[config.mk]
export PLATFORM = sky130hd
export DESIGN_NAME = ddr_cmd_guard
export DESIGN_NICKNAME = d
export VERILOG_FILES = /design/src/rtl/ddr_guard_pkg.sv /design/src/rtl/ddr_guard_timer.sv /design/src/rtl/ddr_bank_tracker.sv /design/src/rtl/ddr_refresh_tracker.sv /design/src/rtl/ddr_cmd_guard.sv
export SDC_FILE = /design/constraint.sdc
export NUM_CORES = 1
export LEC_CHECK = 0
export BUFFER_PORTS_ARGS = -buffer_cell sky130_fd_sc_hd__buf_2
export CAP_MARGIN = 20
export CORE_MARGIN = 10
export CORE_UTILIZATION = 50
export DETAILED_ROUTE_END_ITERATION = 8
export PLACE_DENSITY_LB_ADDON = 0.15
export SLEW_MARGIN = 15
export SYNTH_ARGS = -nofsm -noshare
export SYNTH_HDL_FRONTEND = slang
export SYNTH_SLANG_ARGS = --single-unit
[constraint.sdc]
create_clock -name clk -period 5.9 [get_ports clk]
set_clock_uncertainty 0.1 [all_clocks]
set_input_delay 0.295 -clock clk [delete_from_list [all_inputs] [get_ports clk]]
set_output_delay 0.295 -clock clk [all_outputs]
set_load 0.05 [all_outputs]
[src/rtl/ddr_guard_pkg.sv]
package ddr_guard_pkg;

  typedef enum logic [2:0] {
    CMD_NOP = 3'd0,
    CMD_ACT = 3'd1,
    CMD_RD  = 3'd2,
    CMD_WR  = 3'd3,
    CMD_PRE = 3'd4,
    CMD_REF = 3'd5,
    CMD_MRS = 3'd6,
    CMD_SRX = 3'd7
  } cmd_e;

  localparam int NRULE     = 12;
  localparam int RB_RASMIN = 0;
  localparam int RB_RC     = 1;
  localparam int RB_RFC    = 2;
  localparam int RB_RCD    = 3;
  localparam int RB_READY  = 4;
  localparam int RB_RRD    = 5;
  localparam int RB_WR     = 6;
  localparam int RB_WTR    = 7;
  localparam int RB_MRD    = 8;
  localparam int RB_XS     = 9;
  localparam int RB_STATE  = 10;
  localparam int RB_RASMAX = 11;

  // picoseconds to whole cycles, rounding up
  function automatic int ps2ck(input int ps, input int clk_ps);
    return (ps + clk_ps - 1) / clk_ps;
  endfunction

  // counter load for an N-cycle spacing
  function automatic int ld(input int n);
    return (n > 0) ? n - 1 : 0;
  endfunction

  function automatic int imax(input int a, input int b);
    return (a > b) ? a : b;
  endfunction

endpackage

[src/rtl/ddr_guard_timer.sv]
module ddr_guard_timer #(
  parameter int W = 8
) (
  input  logic         clk,
  input  logic         rst,
  input  logic         load,
  input  logic [W-1:0] val,
  output logic         idle
);
  logic [W-1:0] cnt;
  logic [W-1:0] dec;

  always_comb dec = (cnt != '0) ? cnt - 1'b1 : '0;

  // a new load only ever extends the pending wait
  always_ff @(posedge clk) begin
    if (rst)                   cnt <= '0;
    else if (load && val > dec) cnt <= val;
    else                       cnt <= dec;
  end

  assign idle = (cnt == '0);
endmodule

[src/rtl/ddr_bank_tracker.sv]
module ddr_bank_tracker #(
  parameter int W        = 16,
  parameter int RAS_L    = 3,
  parameter int RC_L     = 5,
  parameter int RCD_L    = 1,
  parameter int RP_L     = 1,
  parameter int WR_L     = 1,
  parameter int DAL_L    = 3,
  parameter int RASMAX_L = 6999
) (
  input  logic clk,
  input  logic rst,
  input  logic g_act,
  input  logic g_wr,
  input  logic g_pre,
  input  logic autopre,
  output logic open_o,
  output logic rasmin_ok,
  output logic rc_ok,
  output logic rcd_ok,
  output logic ready_ok,
  output logic wr_ok,
  output logic rasmax_hit
);
  localparam logic [W-1:0] RAS_V    = W'(RAS_L);
  localparam logic [W-1:0] RC_V     = W'(RC_L);
  localparam logic [W-1:0] RCD_V    = W'(RCD_L);
  localparam logic [W-1:0] RP_V     = W'(RP_L);
  localparam logic [W-1:0] WR_V     = W'(WR_L);
  localparam logic [W-1:0] DAL_V    = W'(DAL_L);
  localparam logic [W-1:0] RASMAX_V = W'(RASMAX_L);

  logic g_wrap;
  logic open_q;
  logic max_idle;

  assign g_wrap = g_wr && autopre;

  always_ff @(posedge clk) begin
    if (rst)                  open_q <= 1'b0;
    else if (g_act)           open_q <= 1'b1;
    else if (g_pre || g_wrap) open_q <= 1'b0;
  end

  ddr_guard_timer #(.W(W)) u_ras (.clk(clk), .rst(rst), .load(g_act), .val(RAS_V), .idle(rasmin_ok));
  ddr_guard_timer #(.W(W)) u_rc  (.clk(clk), .rst(rst), .load(g_act), .val(RC_V),  .idle(rc_ok));
  ddr_guard_timer #(.W(W)) u_rcd (.clk(clk), .rst(rst), .load(g_act), .val(RCD_V), .idle(rcd_ok));
  ddr_guard_timer #(.W(W)) u_rdy (.clk(clk), .rst(rst), .load(g_pre || g_wrap),
                                  .val(g_wrap ? DAL_V : RP_V), .idle(ready_ok));
  ddr_guard_timer #(.W(W)) u_wr  (.clk(clk), .rst(rst), .load(g_wr), .val(WR_V), .idle(wr_ok));
  ddr_guard_timer #(.W(W)) u_max (.clk(clk), .rst(rst), .load(g_act), .val(RASMAX_V), .idle(max_idle));

  assign open_o     = open_q;
  assign rasmax_hit = open_q && max_idle && !(g_pre || g_wrap);
endmodule

[src/rtl/ddr_refresh_tracker.sv]
module ddr_refresh_tracker #(
  parameter int W      = 10,
  parameter int REFI_C = 780
) (
  input  logic clk,
  input  logic rst,
  input  logic ref_g,
  output logic due
);
  localparam logic [W-1:0] TOP = W'(REFI_C - 1);
  logic [W-1:0] cnt;

  always_ff @(posedge clk) begin
    if (rst) begin
      cnt <= TOP;
      due <= 1'b0;
    end else begin
      cnt <= (cnt == '0) ? TOP : cnt - 1'b1;
      if (cnt == '0)  due <= 1'b1;
      else if (ref_g) due <= 1'b0;
    end
  end
endmodule

[src/rtl/ddr_cmd_guard.sv]
module ddr_cmd_guard
  import ddr_guard_pkg::*;
#(
  parameter int NUM_BANKS  = 4,
  parameter int CLK_PS     = 10000,
  parameter int SLOW_GRADE = 0,
  parameter int REFI_PS    = 7800000,
  parameter int RASMAX_PS  = 70000000,
  parameter int WR_PS      = 15000,
  parameter int XSNR_PS    = 75000,
  parameter int XSRD_CK    = 200,
  parameter int WTR_CK     = 2,
  parameter int MRD_CK     = 2,
  localparam int BANK_W    = (NUM_BANKS > 1) ? $clog2(NUM_BANKS) : 1
) (
  input  logic              clk,
  input  logic              rst,
  input  logic              req_valid,
  input  logic [2:0]        req_cmd,
  input  logic [BANK_W-1:0] req_bank,
  input  logic              req_autopre,
  output logic              gnt_valid,
  output logic [2:0]        gnt_cmd,
  output logic [BANK_W-1:0] gnt_bank,
  output logic              gnt_autopre,
  output logic              refresh_due,
  output logic [NRULE-1:0]  viol_rules
);
  localparam int RAS_C    = ps2ck(SLOW_GRADE ? 42000 : 40000, CLK_PS);
  localparam int RC_C     = ps2ck(SLOW_GRADE ? 60000 : 55000, CLK_PS);
  localparam int RFC_C    = ps2ck(SLOW_GRADE ? 72000 : 70000, CLK_PS);
  localparam int RCD_C    = ps2ck(SLOW_GRADE ? 18000 : 15000, CLK_PS);
  localparam int RP_C     = ps2ck(SLOW_GRADE ? 18000 : 15000, CLK_PS);
  localparam int RRD_C    = ps2ck(SLOW_GRADE ? 12000 : 10000, CLK_PS);
  localparam int WR_C     = ps2ck(WR_PS, CLK_PS);
  localparam int DAL_C    = WR_C + RP_C;
  localparam int XSNR_C   = ps2ck(XSNR_PS, CLK_PS);
  localparam int RASMAX_C = ps2ck(RASMAX_PS, CLK_PS);
  localparam int REFI_C   = ps2ck(REFI_PS, CLK_PS);
  localparam int MAXC     = imax(imax(imax(RASMAX_C, XSRD_CK), imax(RC_C, RFC_C)),
                                 imax(imax(DAL_C, XSNR_C), imax(WTR_CK, MRD_CK)));
  localparam int TW       = $clog2(MAXC + 1);
  localparam int RW       = $clog2(REFI_C + 1);

  // device-wide timers
  localparam int DEV_N   = 6;
  localparam int DT_RRD  = 0;
  localparam int DT_RFC  = 1;
  localparam int DT_WTR  = 2;
  localparam int DT_MRD  = 3;
  localparam int DT_XSNR = 4;
  localparam int DT_XSRD = 5;

  cmd_e cmd;
  assign cmd = cmd_e'(req_cmd);

  logic [NUM_BANKS-1:0] b_open, b_rasmin, b_rc, b_rcd, b_ready, b_wr, b_max;
  logic [DEV_N-1:0]     dev_load, dev_idle;
  logic [TW-1:0]        dev_val [DEV_N];
  logic [NRULE-1:0]     fail;
  logic                 legal;
  logic                 all_closed, all_ready, all_rc;

  assign all_closed = (b_open == '0);
  assign all_ready  = &b_ready;
  assign all_rc     = &b_rc;

  // legality decision
  always_comb begin
    fail = '0;
    if (req_valid) begin
      case (cmd)
        CMD_ACT: begin
          fail[RB_STATE] = b_open[req_bank];
          fail[RB_RC]    = !b_rc[req_bank];
          fail[RB_READY] = !b_ready[req_bank];
          fail[RB_RRD]   = !dev_idle[DT_RRD];
          fail[RB_RFC]   = !dev_idle[DT_RFC];
          fail[RB_MRD]   = !dev_idle[DT_MRD];
          fail[RB_XS]    = !dev_idle[DT_XSNR];
        end
        CMD_RD: begin
          fail[RB_STATE] = !b_open[req_bank];
          fail[RB_RCD]   = !b_rcd[req_bank];
          fail[RB_WTR]   = !dev_idle[DT_WTR];
          fail[RB_MRD]   = !dev_idle[DT_MRD];
          fail[RB_XS]    = !dev_idle[DT_XSRD];
        end
        CMD_WR: begin
          fail[RB_STATE] = !b_open[req_bank];
          fail[RB_RCD]   = !b_rcd[req_bank];
          fail[RB_MRD]   = !dev_idle[DT_MRD];
          fail[RB_XS]    = !dev_idle[DT_XSNR];
        end
        CMD_PRE: begin
          fail[RB_RASMIN] = b_open[req_bank] && !b_rasmin[req_bank];
          fail[RB_WR]     = b_open[req_bank] && !b_wr[req_bank];
          fail[RB_MRD]    = !dev_idle[DT_MRD];
          fail[RB_XS]     = !dev_idle[DT_XSNR];
        end
        CMD_REF: begin
          fail[RB_STATE] = !all_closed;
          fail[RB_READY] = !all_ready;
          fail[RB_RC]    = !all_rc;
          fail[RB_RFC]   = !dev_idle[DT_RFC];
          fail[RB_MRD]   = !dev_idle[DT_MRD];
          fail[RB_XS]    = !dev_idle[DT_XSNR];
        end
        CMD_MRS: begin
          fail[RB_STATE] = !all_closed;
          fail[RB_READY] = !all_ready;
          fail[RB_MRD]   = !dev_idle[DT_MRD];
          fail[RB_XS]    = !dev_idle[DT_XSNR];
        end
        CMD_SRX: begin
          fail[RB_STATE] = !all_closed;
        end
        default: fail = '0;
      endcase
    end
    legal = req_valid && (cmd != CMD_NOP) && (fail == '0);
  end

  logic act_g, rd_g, wr_g, pre_g, ref_g, mrs_g, srx_g;
  assign act_g = legal && (cmd == CMD_ACT);
  assign rd_g  = legal && (cmd == CMD_RD);
  assign wr_g  = legal && (cmd == CMD_WR);
  assign pre_g = legal && (cmd == CMD_PRE);
  assign ref_g = legal && (cmd == CMD_REF);
  assign mrs_g = legal && (cmd == CMD_MRS);
  assign srx_g = legal && (cmd == CMD_SRX);

  always_comb begin
    dev_load[DT_RRD]  = act_g;  dev_val[DT_RRD]  = TW'(ld(RRD_C));
    dev_load[DT_RFC]  = ref_g;  dev_val[DT_RFC]  = TW'(ld(RFC_C));
    dev_load[DT_WTR]  = wr_g;   dev_val[DT_WTR]  = TW'(ld(WTR_CK));
    dev_load[DT_MRD]  = mrs_g;  dev_val[DT_MRD]  = TW'(ld(MRD_CK));
    dev_load[DT_XSNR] = srx_g;  dev_val[DT_XSNR] = TW'(ld(XSNR_C));
    dev_load[DT_XSRD] = srx_g;  dev_val[DT_XSRD] = TW'(ld(XSRD_CK));
  end

  for (genvar d = 0; d < DEV_N; d++) begin : g_dev
    ddr_guard_timer #(.W(TW)) u_tmr (
      .clk(clk), .rst(rst), .load(dev_load[d]), .val(dev_val[d]), .idle(dev_idle[d])
    );
  end

  for (genvar i = 0; i < NUM_BANKS; i++) begin : g_bank
    logic hit;
    assign hit = legal && (req_bank == BANK_W'(i));
    ddr_bank_tracker #(
      .W(TW), .RAS_L(ld(RAS_C)), .RC_L(ld(RC_C)), .RCD_L(ld(RCD_C)), .RP_L(ld(RP_C)),
      .WR_L(ld(WR_C)), .DAL_L(ld(DAL_C)), .RASMAX_L(ld(RASMAX_C))
    ) u_trk (
      .clk(clk), .rst(rst),
      .g_act(hit && (cmd == CMD_ACT)),
      .g_wr(hit && (cmd == CMD_WR)),
      .g_pre(hit && (cmd == CMD_PRE)),
      .autopre(req_autopre),
      .open_o(b_open[i]), .rasmin_ok(b_rasmin[i]), .rc_ok(b_rc[i]), .rcd_ok(b_rcd[i]),
      .ready_ok(b_ready[i]), .wr_ok(b_wr[i]), .rasmax_hit(b_max[i])
    );
  end

  ddr_refresh_tracker #(.W(RW), .REFI_C(REFI_C)) u_refi (
    .clk(clk), .rst(rst), .ref_g(ref_g), .due(refresh_due)
  );

  logic [NRULE-1:0] max_bits;
  always_comb begin
    max_bits = '0;
    max_bits[RB_RASMAX] = |b_max;
  end

  // registered forward path and sticky record
  always_ff @(posedge clk) begin
    if (rst) begin
      gnt_valid   <= 1'b0;
      gnt_cmd     <= 3'd0;
      gnt_bank    <= '0;
      gnt_autopre <= 1'b0;
      viol_rules  <= '0;
    end else begin
      gnt_valid   <= legal;
      gnt_cmd     <= req_cmd;
      gnt_bank    <= req_bank;
      gnt_autopre <= req_autopre && (cmd == CMD_WR);
      viol_rules  <= viol_rules | fail | max_bits;
    end
  end

  // rd_g is part of the decode set; reads load no timer of their own
  logic unused_rd;
  assign unused_rd = rd_g;
endmodule

-- After elaboration in Yosys (flattened, before gate mapping)
Index checks and enable logic that the tools add are counted.
- flip-flop bits (word level): 424
- bits of input ports: 9
- output and inout port bits: 20
- word-level logic and storage cells: 430
- $add $sub $neg: 31
- order comparisons: 31
- equal/unequal tests: 10
- muxes and demuxes: 95
- bitwise gates (word level): 2
- reduce and logical (&&, ||, !) cells: 195
- operators by type and width (kind ; count):
    $mux W13 ; 38
    $logic_not A13 Y1 ; 30
    $reduce_bool A13 Y1 ; 30
    $sub A13 B1 Y13 const B ; 30
    $gt A1 B13 Y1 const A ; 11
    $gt A3 B13 Y1 const A ; 6
    $logic_and A1 B1 Y1 ; 68
    $reduce_or A2 Y1 ; 29
    $gt A13 B13 Y1 ; 4
    $gt A13 B13 Y1 const A ; 4
    $gt A2 B13 Y1 const A ; 4
    $mux W1 ; 31
    $or A12 B12 Y12 ; 2
    $logic_not A1 Y1 ; 19
    $mux W3 ; 6
    $mux W2 ; 8
    $gt A8 B13 Y1 const A ; 1
    $bmux W1 S2 ; 6
    $eq A3 B3 Y1 const B ; 4
    $logic_not A12 Y1 ; 1
    $mux W11 ; 1
    $logic_not A10 Y1 ; 1
    $reduce_bool A2 Y1 ; 5
    $sub A10 B1 Y10 const B ; 1
    17 further kinds ; 24

-- Depth between registers and ports, before layout
- word-level depth: 17
- depth in mapped cells: 19
- gate-level depth less buffers: 17

-- Cells and area by module
From an unflattened synthesis, not the netlist that was laid out.
- cell total of the unflattened synthesis: 4400
- area total of the unflattened synthesis: 36906.6 um2
- modules (own cells, without submodules) (module ; instances ; cells an instance ; area an instance (um2) ; seq. area each (um2)):
    ddr_guard_timer at g_bank[0].u_trk.u_max ... ; 25 ; 140 ; 1174.9 ; 260.2
    ddr_guard_timer at g_dev[2].u_tmr ... ; 4 ; 130 ; 1066.0 ; 260.2
    ddr_cmd_guard ; 1 ; 142 ; 1260.0 ; 380.4
    ddr_guard_timer at g_bank[2].u_trk.u_max ; 1 ; 141 ; 1212.4 ; 260.2
    ddr_refresh_tracker ; 1 ; 57 ; 508.0 ; 220.2
    ddr_bank_tracker ; 4 ; 10 ; 72.6 ; 20.0

-- Worst setup path after synthesis
Ideal clock, no wire load.
- path type: reg-to-reg
- start point: register g_bank[0].u_trk.u_ras.cnt[0]
- end point: register g_bank[3].u_trk.u_rdy.cnt[1]
- library setup time: 71 ps
- arrival: 4316 ps
- required time: 5729 ps
- setup slack: 1413 ps
- cell stages (with the launch flop): 18
- buffers on the path: 1
- clock period less this slack: 4487 ps
- cell sequence: dfxtp_1 -> inv_1 -> ha_1 -> or4b_1 -> or4_1 -> clkbuf_1 -> or3_1 -> o2111a_1 -> nand2b_4 -> nor3_2 -> nand2_1 -> ha_1 -> a2111oi_0 -> a31oi_1 -> nor4_1 -> nand4_1 -> or4_1 -> a21oi_1
- word-level cells in the longest chain between the ends: 16
- elaborated cells between the ends (all ways): 18
- classes of those cells: order compare (1); mux (6); reduce/logical (11)
- ends and longest elaborated chain (what ; line ; RTL):
    start: declaration ; ddr_guard_timer.sv:10 ; logic [W-1:0] cnt;
    start signal: assignment ; ddr_guard_timer.sv:18 ; else if (load && val > dec) cnt <= val;
    $logic_not A13 Y1 (*) ; ddr_guard_timer.sv:22 ; assign idle = (cnt == '0);
    $bmux W1 S2 (*) ; ddr_cmd_guard.sv:96 ; fail[RB_RASMIN] = b_open[req_bank] && !b_rasmin[req_bank];
    $mux W1 (implied by the code) (*) ; ddr_cmd_guard.sv:96 ;
    $logic_not A1 Y1 (*) ; ddr_cmd_guard.sv:96 ;
    $logic_and A1 B1 Y1 (*) ; ddr_cmd_guard.sv:96 ;
    $mux W1 (*) ; ddr_cmd_guard.sv:72 ; case (cmd)
    $mux W11 (*) ; ddr_cmd_guard.sv:71 ; if (req_valid) begin
    $logic_not A12 Y1 (*) ; ddr_cmd_guard.sv:121 ; legal = req_valid && (cmd != CMD_NOP) && (fail == '0);
    $logic_and A1 B1 Y1 (*) ; ddr_cmd_guard.sv:121 ;
    $logic_and A1 B1 Y1 (*) ; ddr_cmd_guard.sv:150 ; assign hit = legal && (req_bank == BANK_W'(i));
    $logic_and A1 B1 Y1 ; ddr_cmd_guard.sv:157 ; .g_wr(hit && (cmd == CMD_WR)),
    $logic_and A1 B1 Y1 ; ddr_bank_tracker.sv:37 ; assign g_wrap = g_wr && autopre;
    $mux W2 ; ddr_bank_tracker.sv:49 ; .val(g_wrap ? DAL_V : RP_V), .idle(ready_ok));
    $gt A13 B13 Y1 ; ddr_guard_timer.sv:18 ;
    $logic_and A1 B1 Y1 ; ddr_guard_timer.sv:18 ;
    $mux W13 (*) ; ddr_guard_timer.sv:18 ;
    end signal: assignment ; ddr_guard_timer.sv:18 ;
    end: declaration ; ddr_guard_timer.sv:10 ;
Every way passes the cells marked *; elsewhere a longest branch is shown, timed or not. The select of a mux whose other input is x is not followed.
A chain may end at the register's enable or synchronous reset.

-- Final worst setup path
Same ends and word-level chain as after synthesis.

==> metrics.txt <==
Hold Vio Cnt, Final 0; share of flip-flops with an asynchronous set or reset 0%; Max FO, Critical Path 17; area grow syn2layout 9.459%; CP cell instances inv_1 > ha_1 > or4b_1 > or4_1 > or3_1 > o2111a_1 > nand2b_4 > nor3_2 > nand2_1 > ha_1 > a2111oi_0 > a31oi_1 > nor4_1 > nand4_1 > or4_1 > a21oi_1; htree depth 2; worst-margin pin slew 0.9252 ns; Crit-path slowest cell or4b_1; VDD IR-drop max slightly above 0.3 mV; drt wl/cell 15.59 microns; ANT nets after route 0; global-route usage over all layers between 10% and 20%; post-CTS setup buffers 0; setup slack, reg-to-reg between 0.7 and 0.8 ns; register area between 8000 and 9000 sq um; Crit path arrival time between 5 and 6 ns; Worst EP required around 6.3 ns; synthesized area per cell around 8.3 sq um; Final #Nets between 2,000 and 3,000; clock-pin slew on the worst setup and hold paths 0.06 ns; Static Leak 8.972 nW; kind of critical path register to register; Syn Nets roughly 2,600; Largest stage delay, worst path around 0.55 ns; number of global-route vias before repair roughly 17,000; ratio of cells with drive above 1 in the final layout under 10%; Pins Over Slew Limit 0; Setup crit end kind register; critical path launch point type register; die area just over 50,000 sq um; Buf/Inv on CP 1; Final TNS setup 0 ns; final wirelength around 48,000 microns; Final setup viols 0; fill cell count 3,849; post-synthesis sequential area ratio roughly two fifths; die height around 230 microns; post-layout min period 5.144 ns; Post-Synthesis Cells between 2,000 and 3,000; EDFF count, synth 0; boundary pin count 29; Cell Area, Synth approximately 21,000 sq um; quantity of hold-fixing buffers added after cts 0; CTS tree done; grt ovf 0; initial core utilization around half; Power Dens Cells ~600 nW/um^2; fmax between 150 and 200 MHz; placer congestion estimate around 0.87; via count 17,705; post-synth cell types about 90; Clk Latency, worst-skew pair between 0.5 and 0.6 ns; status finished clean; # resized after CTS 0; DRC 0; clock buffer count from CTS 47; Main synth FF type dfxtp_1; row count between 70 and 80; RSZ-0062 raised after global routing no; YS warnings 0; Min-Delay Path Class primary input to register; PortBufs 28; Core Util, Final between 50% and 60%; DR iter-0 viols between 1,000 and 1,500; half-perimeter wire length after placement between 30,000 and 40,000 microns; vias per cell 5.722; total iterations of the first detailed-routing run 5; initial antenna violation count 1; root buffer cell clkbuf_16; Slew Limit Headroom between 30 and 40%; largest net degree at the start of global routing 60; footprint of the multi-input gates between 10,000 and 15,000 sq um; post-synthesis register bit count 424; Core Footprint 41,850 sq um; MaxCap Viol Count 0; ant diodes 0; first-pass GRT wire length 80,420 microns; Clock Sinks around 420; Largest delay share family, worst path simple AND/OR/NAND/NOR gates; Die W ~230 microns; crit share post-route 87.19%; CTS Buffer Depth 3
[path summary, 6_finish.rpt]
kind,from,to,cells past startpoint
worst max register to register,g_bank[0].u_trk.u_ras.cnt[0]$_SDFF_PP0_,g_bank[3].u_trk.u_rdy.cnt[1]$_SDFF_PP0_,16
worst min-delay path,req_bank[0],gnt_bank[0]$_SDFF_PP0_,2
worst max-delay path,g_bank[0].u_trk.u_ras.cnt[0]$_SDFF_PP0_,g_bank[3].u_trk.u_rdy.cnt[1]$_SDFF_PP0_,16
worst min register to register,u_refi.cnt[0]$_SDFF_PP1_,u_refi.cnt[0]$_SDFF_PP1_,1
[Yosys cell counts (5+ instances only)]
master       n  area [sq um]
nand3b_1    11         82.58
o31a_1       9         78.83
nand2_1    177         664.4
nand4_1     43         269.0
nor2_1     406          1524
a31oi_1     17         106.4
nand4b_1     6         52.55
o41ai_1     18         157.7
o21a_1       8         60.06
o311ai_0     5         43.79
nor2b_1     26         162.7
nor3_1     144         720.7
a211oi_1    13         97.59
nor4b_1     14         122.6
xor2_1     100         875.8
or3_1       56         350.3
o22ai_1     13         81.33
ha_1        45         563.0
inv_1       90         337.8
a21oi_1    102         510.5
and2_1      10         62.56
o211a_1      7         70.07
a2111oi_0    5         43.79
or2_2       34         212.7
clkbuf_1    98         367.9
nand2b_1    28         175.2
o311a_1      5         50.05
xnor2_1    160          1401
nand3_1     42         210.2
mux2i_1     14         140.1
nor3b_1     23         172.7
o21ai_0     68         340.3
or4b_2       6         60.06
and3_1       9         56.30
or4b_1       6         60.06
a21o_1       5         37.54
o21ai_1      8         40.04
nor4_1      79         494.2
dfxtp_1    424          8488
o31ai_1     27         202.7
or4_1       57         427.9
o211ai_1     9         67.56
or3b_2      10         87.58
[routing by layer]
layer	share of wire [%]	wire length, microns	up-vias	GRT usage (%)
met3	4.9	2346	72	2.902
met2	45	21540	317	30.12
met1	48	23220	8344	25.24
li1	-	-	8972	-
met5	0	0	-	0
met4	2.3	1129	0	6.035
[kinds of logic after synthesis]
kind of cell / after synthesis / share of synthesized area (%)
AND/OR/NAND/NOR: 1216 / 29.74
flip-flops: 424 / 40.23
AO/OA/AOI/OAI: 377 / 11.94
XOR/XNOR: 260 / 10.79
buffers and inverters: 197 / 3.636
adder cells (fa/ha/maj): 45 / 2.669
multiplexers: 19 / 0.9845
[power by group]
group	internal, mW	total [mW]	switching [mW]
logic	2.89	6.52	3.63
registers	3.79	4.80	1.02
clock network	1.70	2.85	1.15
[registers in the layout, summed over array words and instances (netlist names)]
signal and flops:
g_bank.u_trk.open_o 4, g_bank.u_trk.u_max.cnt 52, g_bank.u_trk.u_ras.cnt 52, g_bank.u_trk.u_rc.cnt 52, g_bank.u_trk.u_rcd.cnt 52, g_bank.u_trk.u_rdy.cnt 52, g_bank.u_trk.u_wr.cnt 52, g_dev.u_tmr.cnt 78
gnt_autopre 1, gnt_bank 2, gnt_cmd 3, gnt_valid 1, u_refi.cnt 10, u_refi.due 1, viol_rules 12
[area by class of cell]
type	instances	area share [%]
repair buffers	41	1.040
well taps	539	2.920
flip-flops and latches	424	36.76
multi-input cells	1917	51.28
inverters	91	1.479
clock inverters	9	0.3468
clock buffers	73	6.177
[cell usage in the layout (no fill, tap or decap), types with 10 or more instances in the layout]
| master | instances |
|---|---|
| nand3b_1 | 11 |
| nand4_1 | 43 |
| or3b_2 | 10 |
| o31ai_1 | 27 |
| clkbuf_16 | 49 |
| clkbuf_8 | 11 |
| a21oi_1 | 102 |
| nor2b_1 | 26 |
| inv_1 | 90 |
| buf_4 | 14 |
| o41ai_1 | 18 |
| dfxtp_1 | 424 |
| a211oi_1 | 13 |
| o21ai_0 | 68 |
| nor4b_1 | 14 |
| nand2_1 | 177 |
| o22ai_1 | 13 |
| xnor2_1 | 160 |
| nand3_1 | 42 |
| nor4_1 | 79 |
| clkbuf_1 | 13 |
| and2_1 | 10 |
| ha_1 | 45 |
| mux2i_1 | 14 |
| or4_1 | 57 |
| nor2_1 | 406 |
| a31oi_1 | 17 |
| nor3b_1 | 23 |
| nand2b_1 | 28 |
| nor3_1 | 144 |
| or3_1 | 56 |
| xor2_1 | 100 |
| buf_2 | 27 |
| or2_2 | 34 |
[through the flow]
| step | hold WS, ns | setup slack, ns | area (sq um) | cells | power, mW |
|---|---|---|---|---|---|
| final | 0.03872 | 0.7557 | 23090 | 3094 | 14.17 |
| after global routing | 0.04360 | 0.3333 | 23090 | 3094 | 15.42 |
| after CTS | 0.004448 | 0.7598 | 23090 | 3094 | 14.24 |
| after detailed placement | 0.2889 | 0.7796 | 21590 | 3012 | 11.31 |
| after global placement | 0.2766 | 0.9106 | 21590 | 3012 | 11.14 |
| after floorplan | 0.2671 | 1.413 | 21100 | 2538 | 10.04 |
Note: power is estimated with default switching activity, not from simulation.
